--- src/rtl/fsq_pkg.sv ---
package fsq_pkg;

    localparam int DEF_TIME_W = 16;
    localparam int DEF_ROW_W  = 12;
    localparam int DEF_COL_W  = 12;

    typedef enum logic [2:0] {
        ST_IDLE,
        ST_SHUT,
        ST_EXPO,
        ST_XFER,
        ST_TVA,
        ST_TVB,
        ST_LINE
    } fsq_state_e;

    typedef struct packed {
        logic shutter;
        logic vxfer;
        logic tva;
        logic tvb;
        logic hrun;
        logic mult;
        logic clamp;
        logic rg_low;
        logic h1;
        logic h2;
    } fsq_outs_t;

endpackage

--- src/rtl/fsq_limit.sv ---
module fsq_limit #(
    parameter int W  = 16,
    parameter int LO = 1,
    parameter int HI = 100
) (
    input  logic [W-1:0] raw_i,
    output logic [W-1:0] lim_o
);
    localparam logic [W-1:0] LO_V = W'(LO);

    generate
        if (HI >= (2 ** W) - 1) begin : g_lo_only
            assign lim_o = (raw_i < LO_V) ? LO_V : raw_i;
        end else begin : g_both
            localparam logic [W-1:0] HI_V = W'(HI);
            assign lim_o = (raw_i < LO_V) ? LO_V :
                           (raw_i > HI_V) ? HI_V : raw_i;
        end
    endgenerate
endmodule

--- src/rtl/fsq_core.sv ---
module fsq_core
    import fsq_pkg::*;
#(
    parameter int TIME_W = DEF_TIME_W,
    parameter int ROW_W  = DEF_ROW_W,
    parameter int COL_W  = DEF_COL_W
) (
    input  logic              clk,
    input  logic              rst,
    input  logic              start_i,
    input  logic              tick_i,
    input  logic [TIME_W-1:0] shut_len_i,
    input  logic [TIME_W-1:0] expo_len_i,
    input  logic [TIME_W-1:0] xfer_len_i,
    input  logic [TIME_W-1:0] tva_len_i,
    input  logic [TIME_W-1:0] tvb_len_i,
    input  logic [ROW_W-1:0]  rows_i,
    input  logic [COL_W-1:0]  cols_i,
    input  logic              bypass_i,
    output fsq_state_e        state_o,
    output logic [COL_W-1:0]  col_o,
    output logic              bypass_o,
    output logic              done_o
);
    fsq_state_e        state_q;
    logic [TIME_W-1:0] shut_q, expo_q, xfer_q, tva_q, tvb_q, tcnt_q, cur_len;
    logic [ROW_W-1:0]  rows_q, row_q;
    logic [COL_W-1:0]  cols_q, col_q;
    logic              bypass_q, done_q, seg_end;

    always_comb begin
        unique case (state_q)
            ST_SHUT: cur_len = shut_q;
            ST_EXPO: cur_len = expo_q;
            ST_XFER: cur_len = xfer_q;
            ST_TVA:  cur_len = tva_q;
            ST_TVB:  cur_len = tvb_q;
            default: cur_len = '0;
        endcase
    end

    assign seg_end = tick_i && (tcnt_q == cur_len - 1'b1);

    always_ff @(posedge clk) begin
        if (rst) begin
            state_q  <= ST_IDLE;
            tcnt_q   <= '0;
            row_q    <= '0;
            col_q    <= '0;
            done_q   <= 1'b0;
            shut_q   <= '0;
            expo_q   <= '0;
            xfer_q   <= '0;
            tva_q    <= '0;
            tvb_q    <= '0;
            rows_q   <= '0;
            cols_q   <= '0;
            bypass_q <= 1'b0;
        end else begin
            done_q <= 1'b0;
            unique case (state_q)
                ST_IDLE: if (start_i) begin
                    shut_q   <= shut_len_i;
                    expo_q   <= expo_len_i;
                    xfer_q   <= xfer_len_i;
                    tva_q    <= tva_len_i;
                    tvb_q    <= tvb_len_i;
                    rows_q   <= rows_i;
                    cols_q   <= cols_i;
                    bypass_q <= bypass_i;
                    tcnt_q   <= '0;
                    state_q  <= ST_SHUT;
                end
                ST_SHUT, ST_EXPO, ST_XFER, ST_TVA, ST_TVB: begin
                    if (seg_end) begin
                        tcnt_q <= '0;
                        unique case (state_q)
                            ST_SHUT: state_q <= ST_EXPO;
                            ST_EXPO: state_q <= ST_XFER;
                            ST_XFER: begin
                                state_q <= ST_TVA;
                                row_q   <= '0;
                            end
                            ST_TVA:  state_q <= ST_TVB;
                            default: begin
                                state_q <= ST_LINE;
                                col_q   <= '0;
                            end
                        endcase
                    end else if (tick_i) begin
                        tcnt_q <= tcnt_q + 1'b1;
                    end
                end
                default: if (tick_i) begin
                    if (col_q == cols_q - 1'b1) begin
                        col_q <= '0;
                        if (row_q == rows_q - 1'b1) begin
                            state_q <= ST_IDLE;
                            done_q  <= 1'b1;
                        end else begin
                            row_q   <= row_q + 1'b1;
                            state_q <= ST_TVA;
                        end
                    end else begin
                        col_q <= col_q + 1'b1;
                    end
                end
            endcase
        end
    end

    assign state_o  = state_q;
    assign col_o    = col_q;
    assign bypass_o = bypass_q;
    assign done_o   = done_q;


    cfg_hold_chk: assert property (@(posedge clk) disable iff (rst)
        (state_q != ST_IDLE) |=> ($stable(rows_q) && $stable(cols_q) &&
                                  $stable(bypass_q) && $stable(shut_q)));


    no_tick_hold_chk: assert property (@(posedge clk) disable iff (rst)
        (!tick_i && state_q != ST_IDLE) |=>
            ($stable(state_q) && $stable(tcnt_q) && $stable(col_q)));
endmodule

--- src/rtl/fsq_outdec.sv ---
module fsq_outdec
    import fsq_pkg::*;
#(
    parameter int COL_W       = DEF_COL_W,
    parameter int CLAMP_START = 2,
    parameter int CLAMP_LEN   = 3
) (
    input  logic             clk,
    input  logic             rst,
    input  fsq_state_e       state_i,
    input  logic [COL_W-1:0] col_i,
    input  logic             bypass_i,
    output fsq_outs_t        outs_o
);
    localparam logic [COL_W-1:0] CL_LO = COL_W'(CLAMP_START);
    localparam logic [COL_W-1:0] CL_HI = COL_W'(CLAMP_START + CLAMP_LEN);

    logic line;
    assign line = (state_i == ST_LINE);

    always_comb begin
        outs_o.shutter = (state_i == ST_SHUT);
        outs_o.vxfer   = (state_i == ST_XFER);
        outs_o.tva     = (state_i == ST_TVA);
        outs_o.tvb     = (state_i == ST_TVB);
        outs_o.hrun    = line;
        outs_o.mult    = line && !bypass_i;
        outs_o.clamp   = line && (col_i >= CL_LO) && (col_i < CL_HI);
        outs_o.rg_low  = (state_i == ST_TVB) && bypass_i;
        outs_o.h1      = line ? ~col_i[0] : 1'b1;
        outs_o.h2      = line ?  col_i[0] : 1'b0;
    end


    hstop_park_chk: assert property (@(posedge clk) disable iff (rst)
        (outs_o.shutter || outs_o.vxfer || outs_o.tva || outs_o.tvb) |->
            (!outs_o.hrun && !outs_o.mult && outs_o.h1 && !outs_o.h2));


    tvb_to_line_chk: assert property (@(posedge clk) disable iff (rst)
        $fell(outs_o.tvb) |-> outs_o.hrun);


    line_after_tvb_chk: assert property (@(posedge clk) disable iff (rst)
        $rose(outs_o.hrun) |-> $past(outs_o.tvb));


    clamp_in_line_chk: assert property (@(posedge clk) disable iff (rst)
        outs_o.clamp |-> outs_o.hrun);


    rg_no_mult_chk: assert property (@(posedge clk) disable iff (rst)
        outs_o.rg_low |-> (!outs_o.mult && outs_o.h1 && !outs_o.h2));
endmodule

--- src/rtl/frame_seq_ctrl.sv ---
module frame_seq_ctrl
    import fsq_pkg::*;
#(
    parameter int TIME_W      = DEF_TIME_W,
    parameter int ROW_W       = DEF_ROW_W,
    parameter int COL_W       = DEF_COL_W,
    parameter int SHUT_MIN    = 20,
    parameter int SHUT_MAX    = 100,
    parameter int XFER_MIN    = 30,
    parameter int XFER_MAX    = 50,
    parameter int TVA_MIN     = 12,
    parameter int TVA_MAX     = 20,
    parameter int TVB_MIN     = 12,
    parameter int TVB_MAX     = 40,
    parameter int CLAMP_START = 2,
    parameter int CLAMP_LEN   = 3
) (
    input  logic              clk,
    input  logic              rst,
    input  logic              start_i,
    input  logic              tick_i,
    input  logic [TIME_W-1:0] shut_len_i,
    input  logic [TIME_W-1:0] expo_len_i,
    input  logic [TIME_W-1:0] xfer_len_i,
    input  logic [TIME_W-1:0] tva_len_i,
    input  logic [TIME_W-1:0] tvb_len_i,
    input  logic [ROW_W-1:0]  rows_i,
    input  logic [COL_W-1:0]  cols_i,
    input  logic              bypass_i,
    output logic              shutter_o,
    output logic              vxfer_o,
    output logic [1:0]        vrow_o,
    output logic              hrun_o,
    output logic              mult_run_o,
    output logic              h1_o,
    output logic              h2_o,
    output logic              clamp_o,
    output logic              rg_low_o,
    output logic              busy_o,
    output logic              done_o
);
    localparam int TIME_TOP = (2 ** TIME_W) - 1;
    localparam int ROW_TOP  = (2 ** ROW_W) - 1;
    localparam int COL_TOP  = (2 ** COL_W) - 1;

    logic [TIME_W-1:0] shut_l, expo_l, xfer_l, tva_l, tvb_l;
    logic [ROW_W-1:0]  rows_l;
    logic [COL_W-1:0]  cols_l, col;
    logic              bypass_q;
    fsq_state_e        state;
    fsq_outs_t         outs;

    fsq_limit #(.W(TIME_W), .LO(SHUT_MIN), .HI(SHUT_MAX)) u_lim_shut (.raw_i(shut_len_i), .lim_o(shut_l));
    fsq_limit #(.W(TIME_W), .LO(1),        .HI(TIME_TOP)) u_lim_expo (.raw_i(expo_len_i), .lim_o(expo_l));
    fsq_limit #(.W(TIME_W), .LO(XFER_MIN), .HI(XFER_MAX)) u_lim_xfer (.raw_i(xfer_len_i), .lim_o(xfer_l));
    fsq_limit #(.W(TIME_W), .LO(TVA_MIN),  .HI(TVA_MAX))  u_lim_tva  (.raw_i(tva_len_i),  .lim_o(tva_l));
    fsq_limit #(.W(TIME_W), .LO(TVB_MIN),  .HI(TVB_MAX))  u_lim_tvb  (.raw_i(tvb_len_i),  .lim_o(tvb_l));
    fsq_limit #(.W(ROW_W),  .LO(1),        .HI(ROW_TOP))  u_lim_rows (.raw_i(rows_i),     .lim_o(rows_l));
    fsq_limit #(.W(COL_W),  .LO(1),        .HI(COL_TOP))  u_lim_cols (.raw_i(cols_i),     .lim_o(cols_l));

    fsq_core #(.TIME_W(TIME_W), .ROW_W(ROW_W), .COL_W(COL_W)) u_core (
        .clk        (clk),
        .rst        (rst),
        .start_i    (start_i),
        .tick_i     (tick_i),
        .shut_len_i (shut_l),
        .expo_len_i (expo_l),
        .xfer_len_i (xfer_l),
        .tva_len_i  (tva_l),
        .tvb_len_i  (tvb_l),
        .rows_i     (rows_l),
        .cols_i     (cols_l),
        .bypass_i   (bypass_i),
        .state_o    (state),
        .col_o      (col),
        .bypass_o   (bypass_q),
        .done_o     (done_o)
    );

    fsq_outdec #(.COL_W(COL_W), .CLAMP_START(CLAMP_START), .CLAMP_LEN(CLAMP_LEN)) u_dec (
        .clk      (clk),
        .rst      (rst),
        .state_i  (state),
        .col_i    (col),
        .bypass_i (bypass_q),
        .outs_o   (outs)
    );

    assign shutter_o  = outs.shutter;
    assign vxfer_o    = outs.vxfer;
    assign vrow_o     = {outs.tvb, outs.tva};
    assign hrun_o     = outs.hrun;
    assign mult_run_o = outs.mult;
    assign h1_o       = outs.h1;
    assign h2_o       = outs.h2;
    assign clamp_o    = outs.clamp;
    assign rg_low_o   = outs.rg_low;
    assign busy_o     = (state != ST_IDLE);


    done_end_chk: assert property (@(posedge clk) disable iff (rst)
        done_o |-> (!busy_o && $past(hrun_o)));


    shut_first_chk: assert property (@(posedge clk) disable iff (rst)
        $rose(busy_o) |-> shutter_o);
endmodule

--- config.mk ---
export PLATFORM = sky130hd
export DESIGN_NAME = frame_seq_ctrl
export DESIGN_NICKNAME = d
export VERILOG_FILES = /design/src/rtl/fsq_pkg.sv /design/src/rtl/fsq_limit.sv /design/src/rtl/fsq_core.sv /design/src/rtl/fsq_outdec.sv /design/src/rtl/frame_seq_ctrl.sv
export SDC_FILE = /design/constraint.sdc
export NUM_CORES = 1
export LEC_CHECK = 0
export BUFFER_PORTS_ARGS = -buffer_cell sky130_fd_sc_hd__buf_2
export CAP_MARGIN = 20
export CELL_PAD_IN_SITES_DETAIL_PLACEMENT = 0
export CELL_PAD_IN_SITES_GLOBAL_PLACEMENT = 1
export CORE_MARGIN = 10
export CORE_UTILIZATION = 35
export CTS_BUF_LIST = sky130_fd_sc_hd__clkbuf_4
export CTS_CLUSTER_DIAMETER = 120
export DETAILED_ROUTE_END_ITERATION = 8
export PLACE_DENSITY_LB_ADDON = 0.1
export SLEW_MARGIN = 0
export SYNTH_ARGS = -nofsm -noshare
export SYNTH_HDL_FRONTEND = slang
export SYNTH_HIERARCHICAL = 1
export SYNTH_SLANG_ARGS = --single-unit
--- constraint.sdc ---
create_clock -name clk -period 4.3 [get_ports clk]
set_input_delay 0.43 -clock clk [delete_from_list [all_inputs] [get_ports clk]]
set_output_delay 0.43 -clock clk [all_outputs]
set_load 0.05 [all_outputs]
* Word-level counts from Yosys, hierarchy flattened
Index checks and enable logic that the tools add are counted.
Storage, ports and cells: bits in registers 149, output and inout bits 12, word-level logic and storage cells 109
Cells by class: $add $sub $neg 6, order comparisons 13, eq/ne operators 15, multiplexer cells 37, bitwise logic cells 4, reduce and logical (&&, ||, !) cells 21
Operator list (number):
- $mux 16 | 12
- $mux 12 | 11
- $pmux 16 s5 | 1
- $pmux 12 s2 | 2
- $gt 16x6->1 const B | 2
- $lt 16x4->1 const B | 2
- $lt 16x5->1 const B | 2
- $pmux 16 s2 | 1
- $add 12x1->12 const B | 2
- $eq 12x12->1 | 2
- $lt 12x1->1 const B | 2
- $sub 12x1->12 const B | 2
- $add 16x1->16 const B | 1
- $eq 16x16->1 | 1
- $gt 16x5->1 const B | 1
- $gt 16x7->1 const B | 1
- $lt 16x1->1 const B | 1
- $sub 16x1->16 const B | 1
- $mux 3 | 5
- $ge 12x2->1 const B | 1
- $lt 12x3->1 const B | 1
- $pmux 3 s4 | 1
- $eq 3x3->1 const B | 3
- $reduce_bool 3->1 | 3
- 19 further kinds | 35

* Longest topological paths before layout
depth in word-level cells 7, gate-level depth with buffers 18, gate-level depth less buffers 15

* Modules after synthesis
Netlist, hierarchy kept.
By module, submodules not included:
- fsq_core | times used 1, cells each 1032, area each 7938.9 µm², sequential area each 2982.9 µm²
- fsq_limit at u_lim_xfer | times used 1, cells each 28, area each 224.0 µm², sequential area each 0.0 µm²
- fsq_limit at u_lim_shut | times used 1, cells each 33, area each 220.2 µm², sequential area each 0.0 µm²
- fsq_limit at u_lim_tvb | times used 1, cells each 31, area each 209.0 µm², sequential area each 0.0 µm²
- fsq_limit at u_lim_tva | times used 1, cells each 24, area each 161.4 µm², sequential area each 0.0 µm²
- fsq_limit at u_lim_cols ... | times used 2, cells each 15, area each 67.6 µm², sequential area each 0.0 µm²
- fsq_outdec | times used 1, cells each 16, area each 117.6 µm², sequential area each 0.0 µm²
- fsq_limit at u_lim_expo | times used 1, cells each 20, area each 90.1 µm², sequential area each 0.0 µm²
- frame_seq_ctrl | times used 1, cells each 1, area each 6.3 µm², sequential area each 0.0 µm²

* Least setup slack after synthesis
OpenSTA, ideal clock, no wires.
path kind flip-flop to flip-flop, from register u_core.state_q[1] (netlist: u_core/state_o[1]), to register u_core.col_q[1] (netlist: u_core/col_o[1]), library setup time 0.072 ns, arrival 3.874 ns, data required time 4.228 ns, path slack 0.354 ns, cell stages (with the launch flop) 18, buffers on the path 3, period minus slack after synthesis 3.946 ns, cells stage by stage dfxtp_1 -> buf_6 -> buf_4 -> mux2i_1 -> a211oi_1 -> o21bai_1 -> nand2_1 -> ha_1 -> xnor2_1 -> or3_1 -> a311o_1 -> and4bb_1 -> o211a_1 -> nand4b_4 -> or3_4 -> a21boi_2 -> buf_6 -> mux2i_1
Between the ends: word-level cells in the longest chain between the ends 7, elaborated cells on any way between the ends 18, classes of those cells add/sub (1); eq/ne (8); mux (2); bitwise (1); reduce/logical (6)
RTL lines:
- start, declared | line fsq_core.sv:25 | fsq_state_e state_q;
- start signal, assigned | line fsq_core.sv:46 | state_q <= ST_IDLE;
- start signal, assigned | line fsq_core.sv:72 | state_q <= ST_SHUT;
- start signal, assigned | line fsq_core.sv:78 | ST_SHUT: state_q <= ST_EXPO;
- $eq 3x3->1 (tied with other cells) | line fsq_core.sv:32, fsq_core.sv:61
- $pmux 16 s5 | line fsq_core.sv:32 | unique case (state_q)
- $sub 16x1->16 | line fsq_core.sv:42 | assign seg_end = tick_i && (tcnt_q == cur_len - 1'b1);
- $eq 16x16->1 | line fsq_core.sv:42
- $logic_and 1x1->1 | line fsq_core.sv:42
- $ne 2x1->1 (no line)
- $reduce_and 4->1 (no line)
- end signal, assigned | line fsq_core.sv:105 | col_q <= col_q + 1'b1;
- end, declared | line fsq_core.sv:28 | logic [COL_W-1:0] cols_q, col_q;
Parallel ways exist; a longest one is shown, timed or not. A chain may end at the register's enable or synchronous reset.

* Worst setup path in the final report
from register u_core.state_q[2] (netlist: u_core/state_o[2]), to register u_core.row_q[9]
Between the ends: word-level cells in the longest chain between the ends 7, elaborated cells on any way between the ends 19, classes of those cells add/sub (1); eq/ne (9); mux (2); bitwise (1); reduce/logical (6)
RTL lines:
- $eq 3x3->1 (tied with other cells) | line fsq_core.sv:32, fsq_core.sv:61
- $pmux 16 s5 | line fsq_core.sv:32
- $sub 16x1->16 | line fsq_core.sv:42
- $eq 16x16->1 | line fsq_core.sv:42
- $logic_and 1x1->1 | line fsq_core.sv:42
- $ne 2x1->1 (no line)
- $reduce_and 6->1 (no line)
- end signal, assigned | line fsq_core.sv:101 | row_q <= row_q + 1'b1;
- end, declared | line fsq_core.sv:27 | logic [ROW_W-1:0] rows_q, row_q;
Parallel ways exist; a longest one is shown, timed or not.

==> run summary <==
==============================================================================
Placed standard-cell area                                             9684 um2
Switching fraction of total power                                       37.44%
Prevailing post-synth register cell                                    dfxtp_1
Commonest non-fill, non-tap cells in the layout                   nand2_1, a21oi_1, dfxtp_1
Number of buffers created by CTS                                            17
Synthesized flop and latch total                                           149
Number of standard cells after synthesis                                  1215
Crit path time final                                                  3.959 ns
Detailed Route WL                                                     25740 um
Non-filler instance count after layout                                    1611
Sum of buffers and inverters on the critical path                            2
Longest Clk Path Bufs                                                        2
Setup TNS                                                                 0 ns
Total die area                                                       32860 um2
RSZ-0062 raised after global routing                                        no
Async set or reset register ratio after synthesis                           0%
H-tree depth                                                                 4
Static Leak                                                           3.962 nW
Pin count of the biggest net entering global routing                        87
Yosys cell types                                                            90
Leading cell types by total area after synthesis                  dfxtp_1, nand2_1, a21oi_1
Detailed-route wire length per cell                                   15.97 um
DP Wirelength                                                         18910 um
Max stage delay cell, worst path                                       nor4b_1
Seq/Total Area, Yosys                                                   32.77%
Power share of the clock group                                           27.1%
Worst rel slew slack                                                    37.65%
Critical path required time                                            4.77 ns
First-pass GRT wire length                                            41770 um
Power density over cell area                                      407.7 nW/um2
Clock latency reported for the late side of the worst-skew pair        0.56 ns
Worst slack at placement                                             0.2830 ns
Number of cell rows                                                         58
CTS Hold Bufs                                                                0
Comb power frac                                                          33.4%
Worst min path class                                              input port to flop
Synthesis Warnings                                                           6
Number of DRC violations after detailed-routing iteration 0                436
Area of the core region                                              25400 um2
CP Cell Sequence                                                  buf_4, nand3b_2, o22ai_1, a21oi_1, ha_1, inv_1, nor4b_1, o21ai_1, o41a_1, a21oi_1, and4b_2, o2111ai_2, or3_1, a21oi_1
Internal Dissipation                                                  2.567 mW
Port bufs                                                                  120
Syn-to-layout area delta                                                10.58%
Post-placement cell count                                                 1577
Layout Cell Area excl Fill                                           10070 um2
Type of element launching the critical path                               flop
Post-synthesis instance area                                          9102 um2
Final count of hold timing violations                                        0
TritonCTS clock tree                                                       yes
Ratio of final minimum period to clock period                           92.07%
Max Fclk                                                            0.2526 GHz
Switching power                                                       1.536 mW
Cell type with the largest total area after synthesis                  dfxtp_1
Flip-flop and latch area                                              2985 um2
Clock transition at the registers of the reported paths                0.15 ns
Clock sink count                                                           149
Number of filler instances in the final layout                            2767
Vias in the first global route                                            7953
Largest delay contributor family on the critical path             simple AND/OR/NAND/NOR gates
Overall routing resource usage                                          15.26%
Count of nets after finishing                                             1382
Number of remaining DRC errors                                               0
Final setup vio count                                                        0
Die Span Y                                                            181.3 um
Starting utilization of the core area                                   35.84%
Drt pass-1 iters                                                             7
Commonest non-fill, non-tap cell in the layout                         nand2_1
Sequential share of power                                                39.4%
Drt via density                                                          5.086
Worst setup margin                                                   0.3410 ns
Number of synthesized flops with an enable pin                               0
Max Cap Violations                                                           0
Sum of overflow across all layers after global routing                       0
Die width                                                             181.3 um
Share of the synthesized area in the top cell type                      32.77%
Highest ir drop seen on vdd                                        0.0001553 V
GPL Wtd Cong                                                            0.8231
Clock root buffer                                                     clkbuf_4
Via count                                                                 8194
Remaining antenna violation count                                            0
Largest fanout of any net on the critical path                              33
Initial antenna violation count                                              1
Data arrival time of the worst path                                    4.42 ns
Type of the worst setup path                                      flop to flop
Crit. End Element                                                         flop
Multi-input combinational cell area                                   5465 um2
Dominant cell type by count on the critical path                       a21oi_1
Final Max Tran Viols                                                         0
Tightest Pin Transition                                              0.9353 ns
Result of the run                                                    completed
End-of-flow core utilization                                            39.63%
Syn Area/Cell                                                        7.492 um2
Setup Skew                                                          0.02556 ns
Maximum cell stage delay along the critical path                       0.58 ns
Io pins                                                                    121
Share of layout cells above drive strength 1                            15.95%
==============================================================================
==> flip-flops by register name (all words and copies together), names as in the netlist <==
name and cells:
u_core/expo_q 16, u_core/shut_q 16, u_core/tcnt_q 16, u_core/tva_q 16
u_core/tvb_q 16, u_core/xfer_q 16, u_core/col_o 12, u_core/cols_q 12
u_core/row_q 12, u_core/rows_q 12, u_core/state_o 3, u_core/bypass_o 1
u_core/done_o 1
==> per-layer routing <==
layer	wire [um]	part of all wire, %	track usage [%]	up-vias
met3	701	2.7	2.857	7
met4	194	0.75	3.189	0
met2	12630	49	26.06	114
met5	0	0	0	-
met1	12210	47	19.50	3820
li1	-	-	-	4253
==> final timing paths <==
path | start | slack (ns) | depth (start not counted) | to
setup / recovery | u_core/state_o[2] | 0.34 | 14 | u_core/row_q[9]
hold / removal | cols_i[6] | 0.10 | 3 | u_core/cols_q[6]
setup reg to reg | u_core/state_o[2] | 0.34 | 14 | u_core/row_q[9]
hold reg to reg | u_core/tva_q[15] | 0.46 | 2 | u_core/tva_q[15]
==> cells in the mapped netlist, drive strengths merged (3+ instances only) <==
master	n
nand3b	3
a211o	6
ha	7
a21oi	149
xor2	29
nand4	11
nand2b	20
o2111ai	5
and3	23
and4	6
nor4	22
and3b	3
a31oi	5
or3	11
a41oi	5
or4	6
clkbuf	84
o21a	4
dfxtp	149
conb	4
mux2	3
nor2b	8
nor3b	7
nor2	66
and2	11
a311oi	10
inv	19
o21ai	25
nand2	252
o221ai	3
xnor2	29
a211oi	9
mux2i	35
or2	10
buf	57
o211ai	4
o22ai	10
nand3	30
nor3	31
==> stage by stage <==
step	hold slack [ns]	total power [mW]
floorplan	0.4321	2.668
global placement	0.4428	3.019
detailed placement	0.4458	3.025
CTS	0.02680	4.158
global route	0.01638	4.394
finish	0.1015	4.103
==> power by group through the flow <==
stage / clock [mW] / combinational, mW / sequential [mW]
finish: 1.11 / 1.37 / 1.62
global route: 1.22 / 1.54 / 1.64
CTS: 1.16 / 1.38 / 1.62
detailed placement: 0 / 1.37 / 1.65
global placement: 0 / 1.37 / 1.65
floorplan: 0 / 1.07 / 1.60
==> what timing repair did <==
action / CTS / global route
setup endpoints to repair: 0 / 9
gates resized for setup: 0 / 4
buffers inserted: 0 / 0
==> worst reg2reg max path: stages (launching register included) <==
cell and delay (ns):
dfxtp_1 0.36, buf_4 0.32, nand3b_2 0.27, o22ai_1 0.13, a21oi_1 0.15, ha_1 0.24
inv_1 0.09, nor4b_1 0.58, o21ai_1 0.15, o41a_1 0.42, a21oi_1 0.12, and4b_2 0.31
o2111ai_2 0.19, or3_1 0.36, a21oi_1 0.20
==> area by class of cell <==
cell class	count	area share, %
Multi-Input combinational cell	941	54.29
Sequential cell	149	29.66
Tap cell	330	4.102
Clock inverter	15	2.374
Inverter	20	0.7458
Antenna cell	2	0.04972
Timing Repair Buffer	137	7.508
Clock buffer	17	1.268
==> cell families after synthesis <==
group,share of synthesized area (%)
AOI/OAI and AO/OA,18.05
muxes,4.220
DFF,32.77
and+or+nand+nor,29.26
adders and majority gates,1.072
buffers and inverters,8.880
xor gates and xnor gates,5.581
other,0.1649
(Power assumes the default switching activity.)
